File: config.mk
export PLATFORM = sky130hd
export DESIGN_NAME = pwm_wave_gen
export DESIGN_NICKNAME = d
export VERILOG_FILES = /design/src/rtl/pwm_pkg.sv /design/src/rtl/pwm_cfg_regs.sv /design/src/rtl/pwm_prescaler.sv /design/src/rtl/pwm_wave_counter.sv /design/src/rtl/pwm_wave_gen.sv
export SDC_FILE = /design/constraint.sdc
export NUM_CORES = 1
export LEC_CHECK = 0
export CAP_MARGIN = 20
export CORE_MARGIN = 1.5
export CORE_UTILIZATION = 64
export DETAILED_ROUTE_END_ITERATION = 6
export DONT_BUFFER_PORTS = 1
export PLACE_DENSITY = 0.81
export SLEW_MARGIN = 10
export SYNTH_ARGS = -nofsm -noshare
export SYNTH_HDL_FRONTEND = slang
export SYNTH_SLANG_ARGS = --single-unit
File: constraint.sdc
create_clock -name clk -period 2.8 [get_ports clk]
set_input_delay 0.28 -clock clk [delete_from_list [all_inputs] [get_ports clk]]
set_output_delay 0.28 -clock clk [all_outputs]
set_load 0.01 [all_outputs]
File: src/rtl/pwm_pkg.sv
package pwm_pkg;
  typedef enum logic [1:0] {
    REG_CTRL = 2'd0,
    REG_TOP  = 2'd1,
    REG_DIV  = 2'd2,
    REG_DUTY = 2'd3
  } reg_sel_e;

  localparam int CTRL_RUN_BIT  = 0;
  localparam int CTRL_MODE_BIT = 1;
endpackage

File: src/rtl/pwm_cfg_regs.sv
module pwm_cfg_regs
  import pwm_pkg::*;
#(
  parameter int CNT_W   = 15,
  parameter int DIV_W   = 3,
  parameter int DATA_W  = 16,
  parameter int TOP_RST = 1023,
  parameter int TOP_MIN = 3
) (
  input  logic              clk,
  input  logic              rst,
  input  logic              wr_en,
  input  logic [1:0]        wr_addr,
  input  logic [DATA_W-1:0] wr_data,
  output logic              run,
  output logic              center,
  output logic [CNT_W-1:0]  top,
  output logic [DIV_W-1:0]  div,
  output logic [CNT_W-1:0]  duty_stage
);
  localparam logic [CNT_W-1:0] TOP_RST_V = CNT_W'(TOP_RST);
  localparam logic [CNT_W-1:0] TOP_MIN_V = CNT_W'(TOP_MIN);

  logic [CNT_W-1:0] top_in;
  assign top_in = wr_data[CNT_W-1:0];

  always_ff @(posedge clk) begin
    if (rst) begin
      run        <= 1'b0;
      center     <= 1'b0;
      top        <= TOP_RST_V;
      div        <= '0;
      duty_stage <= '0;
    end else if (wr_en) begin
      case (reg_sel_e'(wr_addr))
        REG_CTRL: begin
          run    <= wr_data[CTRL_RUN_BIT];
          center <= wr_data[CTRL_MODE_BIT];
        end
        REG_TOP:  top        <= (top_in < TOP_MIN_V) ? TOP_MIN_V : top_in;
        REG_DIV:  div        <= wr_data[DIV_W-1:0];
        REG_DUTY: duty_stage <= wr_data[CNT_W-1:0];
        default:  ;
      endcase
    end
  end
endmodule

File: src/rtl/pwm_prescaler.sv
module pwm_prescaler #(
  parameter int DIV_W = 3
) (
  input  logic             clk,
  input  logic             rst,
  input  logic             run,
  input  logic [DIV_W-1:0] div,
  output logic             tick
);
  localparam int PRE_W = (1 << DIV_W) - 1;

  logic [PRE_W-1:0] pre_cnt;
  logic [PRE_W-1:0] mask;

  assign mask = {PRE_W{1'b1}} >> (PRE_W - int'(div));
  assign tick = run && ((pre_cnt & mask) == mask);

  always_ff @(posedge clk) begin
    if (rst || !run)  pre_cnt <= '0;
    else if (tick)    pre_cnt <= '0;
    else              pre_cnt <= pre_cnt + 1'b1;
  end
endmodule

File: src/rtl/pwm_wave_counter.sv
module pwm_wave_counter #(
  parameter int CNT_W = 15
) (
  input  logic             clk,
  input  logic             rst,
  input  logic             run,
  input  logic             tick,
  input  logic             center,
  input  logic [CNT_W-1:0] top,
  output logic [CNT_W-1:0] cnt,
  output logic             boundary
);
  logic falling;
  logic at_top;
  logic at_floor;

  assign at_top   = (cnt >= top);
  assign at_floor = (cnt <= CNT_W'(1));
  assign boundary = tick && (center ? (falling && at_floor) : at_top);

  always_ff @(posedge clk) begin
    if (rst || !run) begin
      cnt     <= '0;
      falling <= 1'b0;
    end else if (tick) begin
      if (!center) begin
        falling <= 1'b0;
        cnt     <= at_top ? '0 : cnt + 1'b1;
      end else if (!falling) begin
        if (at_top) begin
          falling <= 1'b1;
          cnt     <= cnt - 1'b1;
        end else begin
          cnt     <= cnt + 1'b1;
        end
      end else if (at_floor) begin
        falling <= 1'b0;
        cnt     <= '0;
      end else begin
        cnt     <= cnt - 1'b1;
      end
    end
  end
endmodule

File: src/rtl/pwm_wave_gen.sv
module pwm_wave_gen
  import pwm_pkg::*;
#(
  parameter int CNT_W   = 15,
  parameter int DIV_W   = 3,
  parameter int DATA_W  = 16,
  parameter int TOP_RST = 1023,
  parameter int TOP_MIN = 3
) (
  input  logic              clk,
  input  logic              rst,
  input  logic              wr_en,
  input  logic [1:0]        wr_addr,
  input  logic [DATA_W-1:0] wr_data,
  output logic              pwm_out,
  output logic              period_end
);
  logic             en_q;
  logic             center_q;
  logic [CNT_W-1:0] top_q;
  logic [DIV_W-1:0] div_q;
  logic [CNT_W-1:0] duty_stage;
  logic [CNT_W-1:0] cmp_act;
  logic [CNT_W-1:0] cnt;
  logic             tick;
  logic             boundary;
  logic             out_next;

  pwm_cfg_regs #(
    .CNT_W(CNT_W), .DIV_W(DIV_W), .DATA_W(DATA_W),
    .TOP_RST(TOP_RST), .TOP_MIN(TOP_MIN)
  ) i_cfg (
    .clk(clk), .rst(rst), .wr_en(wr_en), .wr_addr(wr_addr), .wr_data(wr_data),
    .run(en_q), .center(center_q), .top(top_q), .div(div_q),
    .duty_stage(duty_stage)
  );

  pwm_prescaler #(.DIV_W(DIV_W)) i_pre (
    .clk(clk), .rst(rst), .run(en_q), .div(div_q), .tick(tick)
  );

  pwm_wave_counter #(.CNT_W(CNT_W)) i_cnt (
    .clk(clk), .rst(rst), .run(en_q), .tick(tick), .center(center_q),
    .top(top_q), .cnt(cnt), .boundary(boundary)
  );

  assign out_next = en_q && ((cmp_act >= top_q) || (cnt < cmp_act));

  always_ff @(posedge clk) begin
    if (rst) begin
      cmp_act    <= '0;
      pwm_out    <= 1'b0;
      period_end <= 1'b0;
    end else begin
      if (!en_q || boundary) cmp_act <= duty_stage;
      pwm_out    <= out_next;
      period_end <= boundary;
    end
  end
endmodule

==> reports/metrics.cfg, run 1 <==
[pwr]
power_switching_mw = 0.571
p_comb_share_pct = 8.2
p_per_area_mw_per_mm2 = 410
ir_drop_mv = 0.390
p_clk_share_pct = 38.1
seqPwrFrac_pct = 53.8
switching_share_pct = 27.8
p_leak_nw = 2.17
p_int_mw = 1.49

[clocking]
htreeDepth = 3
cts_buffers = 9
cts_root_buffer = clkbuf_8
clock_sinks = 75
tritoncts = done
post_cts_buffers = 0
max-clock-path-buffers = 2
insertion_delay_ps = 360
clk_pin_slew_ps = 90

[synthesis]
synthFlopType = dfxtp_1
synth.most_common_cell = nand2_1
syn_area_per_cell_sq_um = 8.08
yosysSeqAreaShare_pct = 32.6
async_reset_ff_share_pct = 0
synth_warnings = 0
yosysTopAreaCellShare_pct = 32.6
yosys_register_bits = 75
synthTopCellsByArea = dfxtp_1, ha_1, nand2_1, nor2_1, mux2i_1
synthDistinctLibCells = 61
synth_area_leader_cell = dfxtp_1
postSynthCellCount = 570
synth_edf_count = 0
synth_fp_nets = 639
synth_area_sq_mm = 0.00460
synthTopCellsByCount = nand2_1, dfxtp_1, nor2_1, ha_1, inv_1

[global_routing]
antenna_found_initial = 0
grt_pass1_vias = 4306
grt_use_total_pct = 34.6
grt_pass1_wl_um = 20300
grt_overflow = 0
grt_max_degree = 32

[critical_path]
slowest_stage = nor2_1
cpPeakStageDelay_ps = 600
startpoint_type = flip-flop
r2r.worst_path.cells = 10
timing.rr.end = i_cnt.cnt[13]$_SDFFE_PP0P_
reg2reg_from = i_cfg.top[10]$_SDFFE_PP0P_
critical_path_required_ps = 3090
critical_path.endpoint = i_cnt.cnt[13]$_SDFFE_PP0P_
r2r_slack_ps = 110
cp-startpoint = i_cfg.top[10]$_SDFFE_PP0P_
crit_chain = inv_1 > ha_1 > nand2_1 > o21a_1 > o21ai_0 > a211oi_1 > nor2_1 > buf_4 > nand3_1 > a41oi_1
crit_type = reg2reg
worstPathArrival_ps = 2970
path_max_fanout = 9
endpoint_kind = flip-flop

[sta]
hold_ws_ps = 15.2
skew_ps = 8.11
hold_viol_final = 0
fin_crit_ps = 2690
setup_viol = 0
drv_slew = 0
fmax_mhz = 372
finalSetupTns_ps = 0
grt_setup_unrepaired = false
layout_setup_ws_ps = 112
relSlewSlack_pct = 47.9
fin_crit_sh_pct = 96.0
worst_pin_slew_ps = 782

[floorplanning]
placement_rows = 30
core-area_sq_mm = 0.00687
dieWidth_um = 87.8
start_util_pct = 67.0
ios = 23
die_area_sq_mm = 0.00771
die_height_um = 87.8

[finish]
regArea_sq_mm = 0.00150
fillerInstances = 538
diodes = 0
area_delta_synth_final_pct = 8.89
multi_input_area_sq_mm = 0.00284
finalInstanceArea_sq_mm = 0.00501
drive_gt1_share_pct = 8.86
fin_nets = 651

[placement]
gp_congestion = 0.954
dp_hpwl_um = 8950
placed_cell_area_sq_mm = 0.00479
io_buffer_count = 0
pre_cts_ws_ps = 228

[detailed_routing]
dr.first_iter.drc_count = 424
ant_nets = 0
firstDrtPassIters = 5
detail_route.wirelength_um = 12600
drt-vias-per-instance = 6.45
wire_per_inst_um = 18.4
vias = 4408
drc_errors = 0

[min_path]
hold_class = in2reg

[status]
run_status = complete, no violations

[run]
drv_cap = 0

-- layer usage --
metal | track usage [%] | vias to the layer above | share of wire, %
li1 | - | 2059 | -
met2 | 56.6 | 245 | 46
met3 | 7.92 | 47 | 8.6
met4 | 13.9 | 0 | 2.8
met5 | 0 | - | 0
met1 | 44.0 | 2057 | 42
-- cells by family (layout without fill, tap and decap cells) --
kind of cell,after synthesis,in the layout,share of synthesized area [%]
multiplexers,18,18,3.91
buffers and inverters,64,81,5.98
AO/OA/AOI/OAI,127,127,18.6
adder cells (fa/ha/maj),48,48,13.0
XOR/XNOR,12,12,2.28
AND/OR/NAND/NOR,226,226,23.6
flip-flops,75,75,32.6
-- timing repair --
action | CTS | global route
resized for setup | 0 | 2
endpoints found under the hold margin | 31 | 1
hold buffers | 2 | 1
setup endpoints to repair | 0 | 2
-- layout by cell type (no fill, tap or decap), drive strengths merged, types with 8 or more instances in the layout --
| cell type | instances |
|---|---|
| a21oi | 34 |
| nand2 | 79 |
| nor3 | 16 |
| inv | 39 |
| ha | 48 |
| mux2i | 18 |
| nand3 | 17 |
| a21o | 11 |
| clkbuf | 10 |
| xor2 | 8 |
| buf | 26 |
| or3 | 9 |
| a211o | 9 |
| o21ai | 22 |
| nor2 | 53 |
| dfxtp | 75 |
-- flip-flops by register name, indices dropped and copies added, names as in the netlist --
name and count:
cmp_act 15, i_cfg.duty_stage 15, i_cfg.top 15, i_cnt.cnt 15, i_pre.pre_cnt 7, i_cfg.div 3
i_cfg.center 1, i_cfg.run 1, i_cnt.falling 1, period_end 1, pwm_out 1
-- area by class of cell --
class / instances / share of cell area (%)
clock buffers: 10 / 2.55
multi-input cells: 431 / 56.6
flip-flops and latches: 75 / 30.0
repair buffers: 28 / 4.79
inverters: 37 / 2.77
well taps: 96 / 2.40
clock inverters: 6 / 0.974
-- power groups by stage --
stage                     registers, mW  clock network [mW]  logic (mW)
after floorplan                    1.13                   0       0.124
after global placement             1.13                   0       0.138
after detailed placement           1.13                   0       0.146
after CTS                          1.10               0.775       0.162
after global routing               1.11               0.830       0.185
final                              1.11               0.784       0.168
-- critical path, delay by kind of cell, from the launching register on --
kind / cells / cell delay (ps)
fa+ha+maj: 1 / 320
simple gates: 3 / 780
buf+inv: 2 / 330
flops: 1 / 350
compound gates: 4 / 840
-- worst min path at each step --
stage                           from                               end  slack [ps]  depth (start not counted)
after floorplan           wr_data[2]         i_cfg.top[2]$_SDFFE_PP1P_         400                          1
after global placement           rst  i_cfg.duty_stage[0]$_SDFFE_PP0P_         360                          1
after detailed placement         rst         i_cfg.div[0]$_SDFFE_PP0P_         360                          1
after CTS                        rst  i_cfg.duty_stage[1]$_SDFFE_PP0P_           4                          1
after global routing             rst         i_cfg.top[2]$_SDFFE_PP1P_           2                          1
final                            rst         i_cfg.top[9]$_SDFFE_PP1P_          20                          1
-- per-stage QoR --
step	util [%]	power, mW	instances
4_1_cts	72.7	2.04	682
6_report	73.0	2.06	683
5_1_grt	73.0	2.12	683
3_3_place_gp	69.7	1.27	664
3_5_place_dp	69.7	1.28	664
2_1_floorplan	-	1.25	570
Power figures use the tool's default switching activity.
==> run 2: changes to the inputs <==
--- a/config.mk
+++ b/config.mk
@@ -6,8 +6,10 @@
 export NUM_CORES = 1
 export LEC_CHECK = 0
 export CAP_MARGIN = 20
+export CELL_PAD_IN_SITES_DETAIL_PLACEMENT = 1
+export CELL_PAD_IN_SITES_GLOBAL_PLACEMENT = 2
 export CORE_MARGIN = 1.5
-export CORE_UTILIZATION = 64
+export CORE_UTILIZATION = 39
 export DETAILED_ROUTE_END_ITERATION = 6
 export DONT_BUFFER_PORTS = 1
 export PLACE_DENSITY = 0.81
==> constraint.sdc (replaced) <==
create_clock -name clk -period 2.6 [get_ports clk]
set_input_delay 0.26 -clock clk [delete_from_list [all_inputs] [get_ports clk]]
set_output_delay 0.26 -clock clk [all_outputs]
set_load 0.01 [all_outputs]
==> run 2 against run 1 <==
Compared with the run above: first-iteration DRC count decreased by 53%; maximum frequency increased by 7.4%; register-to-register slack got worse by 20 ps; final area increased by 5.8%; sequential power increased by 7%; critical path depth decreased by 3; routed wire length increased by 14%; combinational power increased by 14%; critical path type unchanged; critical endpoint is now cmp_act[10]$_SDFFE_PP0P_; largest cell class unchanged.
==> reports/metrics.cfg, run 2 (synthesis results as in run 1) <==
[status]
run_status = complete, no violations

[sta]
relSlewSlack_pct = 56.2
hold_ws_ps = 17.6
grt_setup_unrepaired = true
skew_ps = 8.78
fin_crit_ps = 2500
setup_viol = 0
worst_pin_slew_ps = 655
layout_setup_ws_ps = 96.7
fin_crit_sh_pct = 96.3
fmax_mhz = 399
hold_viol_final = 0
drv_slew = 0

[finish]
area_delta_synth_final_pct = 15.2
final_common_cell = nand2_1
fillerInstances = 1395
diodes = 0
regArea_sq_mm = 0.00150
final_cells = 740
multi_input_area_sq_mm = 0.00286
final_cell_mix = nand2_1, dfxtp_1, nor2_1, ha_1, inv_1
drive_gt1_share_pct = 11.9
fin_nets = 662
postLayoutCoreUtil_pct = 46.2

[critical_path]
cpPeakStageDelay_ps = 580
endpoint_kind = flip-flop
worstPathArrival_ps = 2710
critical-path-top-delay-family = simple AND/OR/NAND/NOR gates
startpoint_type = flip-flop
crit_chain = or4_4 > or4b_4 > nand2_4 > a31o_2 > buf_12 > mux2i_1 > nor2_1
critical_path_required_ps = 2800
crit_type = reg2reg
slowest_stage = or4_4
path_buf_inv = 1
path_max_fanout = 8

[global_routing]
grt_overflow = 0
grt_max_degree = 32
grt_use_total_pct = 24.1
grt_pass1_wl_um = 23600
antenna_found_initial = 0
grt_pass1_vias = 4550

[clocking]
insertion_delay_ps = 350
cts_buffers = 9
tritoncts = done
clk_pin_slew_ps = 60
cts_root_buffer = clkbuf_16
clock_sinks = 75
htreeDepth = 3
max-clock-path-buffers = 2

[floorplanning]
die_area_sq_mm = 0.0125
dieWidth_um = 112
placement_rows = 39
start_util_pct = 40.1
ios = 23
core-area_sq_mm = 0.0115
die_height_um = 112

[placement]
dp_hpwl_um = 10400
io_buffer_count = 0
dpl.cell_count = 721
gp_congestion = 0.874
pre_cts_ws_ps = 38.0

[detailed_routing]
drt-vias-per-instance = 5.81
m1WireLength_um = 6630
detail_route.wirelength_um = 14300
dr_wl_met3_um = 575
wl_met2_um = 6830
firstDrtPassIters = 4
routed.top_layer = met4
ant_nets = 0
vias = 4296
drc_errors = 0
wire_per_inst_um = 19.4
dr.first_iter.drc_count = 199

[min_path]
hold_class = in2reg

[pwr]
p_per_area_mw_per_mm2 = 495
ir_drop_mv = 0.311
p_leak_nw = 2.29
p_total_mw = 2.62

[run]
drv_cap = 0

-- run 2: cell count changes in the layout (fill, tap and decap cells not counted), sizes merged --
cell         delta
buf            +11
clkbuf          +3
clkinvlp        -2
dlygate4sd3     -1
inv             -1
-- run 2: final timing paths --
| path | slack (ps) | startpoint | to | cells after the start |
|---|---|---|---|---|
| setup / recovery | 100 | i_cnt.cnt[8]$_SDFFE_PP0P_ | cmp_act[10]$_SDFFE_PP0P_ | 7 |
| hold / removal | 20 | rst | i_cfg.top[5]$_SDFFE_PP1P_ | 1 |
| setup reg to reg | 100 | i_cnt.cnt[8]$_SDFFE_PP0P_ | cmp_act[10]$_SDFFE_PP0P_ | 7 |
| hold reg to reg | 460 | i_cfg.duty_stage[7]$_SDFFE_PP0P_ | i_cfg.duty_stage[7]$_SDFFE_PP0P_ | 2 |
-- run 2: per-stage QoR --
| stage | setup TNS, ps | instance area [sq um] |
|---|---|---|
| 2_1_floorplan | 0 | 4600 |
| 3_3_place_gp | 0 | 4920 |
| 3_5_place_dp | 0 | 4920 |
| 4_1_cts | 0 | 5240 |
| 5_1_grt | -13.8 | 5300 |
| 6_report | 0 | 5300 |
-- run 2: report_power, final --
part | internal (mW) | leakage (nW) | total, mW | switching (mW)
Combinational | 0.0771 | 1.54 | 0.191 | 0.114
Sequential | 1.18 | 0.608 | 1.19 | 0.0168
Clock | 0.722 | 0.141 | 1.24 | 0.517
Total | 1.97 | 2.29 | 2.62 | 0.648
-- run 2: metal layers --
metal	up-vias	global-route usage, %
met5	-	0
met4	0	8.02
met3	21	3.32
met2	92	40.7
met1	2105	31.7
li1	2078	-
-- run 2: area by class of cell --
type / instances / area share, %
clock inverter: 3 / 0.401
tap: 143 / 3.37
clock buffer: 12 / 5.03
inverter: 37 / 2.62
timing repair buffer: 39 / 6.37
multi-input combinational: 431 / 53.9
sequential: 75 / 28.3
-- run 2: worst reg2reg max path: stages (launching register included) --
cell and delay [ps]:
dfxtp_1 370, or4_4 580, or4b_4 580, nand2_4 130, a31o_2 240, buf_12 160, mux2i_1 230, nor2_1 70
-- run 2: what timing repair did --
action / 4_1_cts / 5_1_grt
hold endpoints to repair: 31 / 0
endpoints found under the setup margin: 0 / 25
setup buffers: 0 / 1
gates resized for setup: 0 / 9
hold buffers: 2 / 0
==> run 3: changes to the inputs <==
--- a/config.mk
+++ b/config.mk
@@ -5,14 +5,16 @@
 export SDC_FILE = /design/constraint.sdc
 export NUM_CORES = 1
 export LEC_CHECK = 0
+export ABC_AREA = 1
 export CAP_MARGIN = 20
 export CELL_PAD_IN_SITES_DETAIL_PLACEMENT = 1
 export CELL_PAD_IN_SITES_GLOBAL_PLACEMENT = 2
 export CORE_MARGIN = 1.5
-export CORE_UTILIZATION = 39
+export CORE_UTILIZATION = 37
 export DETAILED_ROUTE_END_ITERATION = 6
 export DONT_BUFFER_PORTS = 1
 export PLACE_DENSITY = 0.81
+export SETUP_SLACK_MARGIN = 0.3
 export SLEW_MARGIN = 10
 export SYNTH_ARGS = -nofsm -noshare
 export SYNTH_HDL_FRONTEND = slang
==> run 3 against run 2 <==
Compared with the run above: maximum frequency is 15% higher; critical path depth is 5 higher; largest power group unchanged; highest routed layer unchanged; global-route usage is 0.86 points lower.
==> reports/metrics.cfg, run 3 <==
[clocking]
tritoncts = done
insertion_delay_ps = 340
clock_sinks = 75
max-clock-path-buffers = 2
cts_root_buffer = clkbuf_16
htreeDepth = 3
clk_pin_slew_ps = 60
cts_buffers = 9

[synthesis]
async_reset_ff_share_pct = 0
postSynthCellCount = 692
synthFlopType = dfxtp_1
synth.most_common_cell = nand2_1
synth_fp_nets = 761
synth_area_leader_cell = dfxtp_1
yosysSeqAreaShare_pct = 30.3
syn_area_per_cell_sq_um = 7.17
synthTopCellsByCount = nand2_1, inv_1, dfxtp_1, nor2_1, a21oi_1
synthDistinctLibCells = 38
yosysTopAreaCellShare_pct = 30.3
synth_warnings = 0
synth_edf_count = 0
yosys_register_bits = 75
synth_area_sq_mm = 0.00496
synthTopCellsByArea = dfxtp_1, ha_1, nand2_1, a21oi_1, inv_1

[detailed_routing]
dr.first_iter.drc_count = 201
ant_nets = 0
vias = 4700
firstDrtPassIters = 4
drt-vias-per-instance = 5.29
wire_per_inst_um = 17.6
drc_errors = 0
detail_route.wirelength_um = 15600

[pwr]
p_total_mw = 2.98
p_leak_nw = 2.50
power_switching_mw = 0.834
seqPwrFrac_pct = 41.3
p_comb_share_pct = 16.2
p_clk_share_pct = 42.5
p_per_area_mw_per_mm2 = 525
p_int_mw = 2.14
ir_drop_mv = 0.406
switching_share_pct = 28.0

[placement]
gp_congestion = 0.866
pre_cts_ws_ps = 240
dp_hpwl_um = 11300
io_buffer_count = 0

[sta]
worst_pin_slew_ps = 981
fmax_mhz = 460
hold_viol_final = 0
relSlewSlack_pct = 34.4
layout_setup_ws_ps = 428
setup_viol = 0
fin_crit_ps = 2170
fin_crit_sh_pct = 83.5
grt_setup_unrepaired = true
finalSetupTns_ps = 0
drv_slew = 0
skew_ps = 5.30

[finish]
postLayoutCoreUtil_pct = 43.2
diodes = 0
drive_gt1_share_pct = 13.5
final_common_cell = nand2_1
final_cell_mix = nand2_1, inv_1, dfxtp_1, nor2_1, a21oi_1
area_delta_synth_final_pct = 14.3
fin_nets = 777
multi_input_area_sq_mm = 0.00306
regArea_sq_mm = 0.00150
fillerInstances = 1660

[floorplanning]
core-area_sq_mm = 0.0131
die_height_um = 119
placement_rows = 42
dieWidth_um = 119
die_area_sq_mm = 0.0141
ios = 23
start_util_pct = 37.8

[min_path]
hold_class = in2reg

[global_routing]
grt_overflow = 0
grt_use_total_pct = 23.2
grt_max_degree = 46
antenna_found_initial = 0
grt_pass1_vias = 4982
grt_pass1_wl_um = 25500

[critical_path]
crit_type = reg2reg
endpoint_kind = flip-flop
cpPeakStageDelay_ps = 310
path_max_fanout = 8
startpoint_type = flip-flop
crit_chain = inv_1 > ha_4 > nand2_1 > nor2_4 > nor3b_4 > nand2_2 > nand4_1 > buf_4 > nand3_4 > buf_12 > a21oi_1 > nor2_1
critical_path_required_ps = 2830
slowest_stage = dfxtp_1
worstPathArrival_ps = 2400

[status]
run_status = complete, no violations

[run]
drv_cap = 0

-- run 3: power by group through the flow --
stage	clock network, mW	registers (mW)	logic [mW]
6_report	1.27	1.23	0.482
5_1_grt	1.35	1.23	0.543
4_1_cts	1.31	1.23	0.459
3_5_place_dp	0	1.25	0.432
3_3_place_gp	0	1.25	0.414
2_1_floorplan	0	1.24	0.323
-- run 3: area by class of cell --
| cell class | instances | area share (%) |
|---|---|---|
| Sequential cell | 75 | 26.5 |
| Inverter | 88 | 5.87 |
| Multi-Input combinational cell | 505 | 53.9 |
| Clock inverter | 4 | 0.882 |
| Timing Repair Buffer | 29 | 4.61 |
| Tap cell | 176 | 3.88 |
| Clock buffer | 12 | 4.35 |
-- run 3: kinds of logic after synthesis --
family | share of synthesized area, %
flops | 30.3
buf+inv | 9.96
fa+ha+maj | 12.1
simple gates | 27.4
compound gates | 16.5
xor+xnor | 3.71
-- run 3: final timing paths --
kind,cells past startpoint,from,to,slack (ps)
setup / recovery,12,i_cfg.top[12]$_SDFFE_PP0P_,cmp_act[4]$_SDFFE_PP0P_,430
hold / removal,2,wr_data[2],i_cfg.top[2]$_SDFFE_PP1P_,50
setup reg to reg,12,i_cfg.top[12]$_SDFFE_PP0P_,cmp_act[4]$_SDFFE_PP0P_,430
hold reg to reg,2,i_cfg.duty_stage[6]$_SDFFE_PP0P_,i_cfg.duty_stage[6]$_SDFFE_PP0P_,450
-- run 3: metal layers --
layer  vias up  routed length (um)  share of wire [%]  GRT usage, %
li1       2339                   -                  -             -
met1      2278                6870                 44          28.3
met2        67                8000                 51          41.6
met3        16                 472                3.0          3.43
met4         0                 275                1.8          7.98
met5         -                   0                  0             0
-- run 3: critical path, delay by kind of cell, from the launching register on --
kind / cells / cell delay, ps
simple gates: 7 / 840
buf+inv: 3 / 440
flops: 1 / 310
fa+ha+maj: 1 / 310
compound gates: 1 / 150
-- run 3: what timing repair did --
item,CTS,global route
cloned,1,1
gates resized for setup,1,21
hold buffers,1,0
setup buffers,9,1
endpoints found under the hold margin,6,0
endpoints found under the setup margin,19,30
pin swaps,5,5
-- run 3: stage by stage --
stage	instances	hold slack [ps]	instance area [sq um]
3_5_place_dp	860	337	5150
6_report	889	54.9	5670
5_1_grt	889	44.6	5670
4_1_cts	887	47.7	5550
3_3_place_gp	860	338	5150
2_1_floorplan	692	332	4960
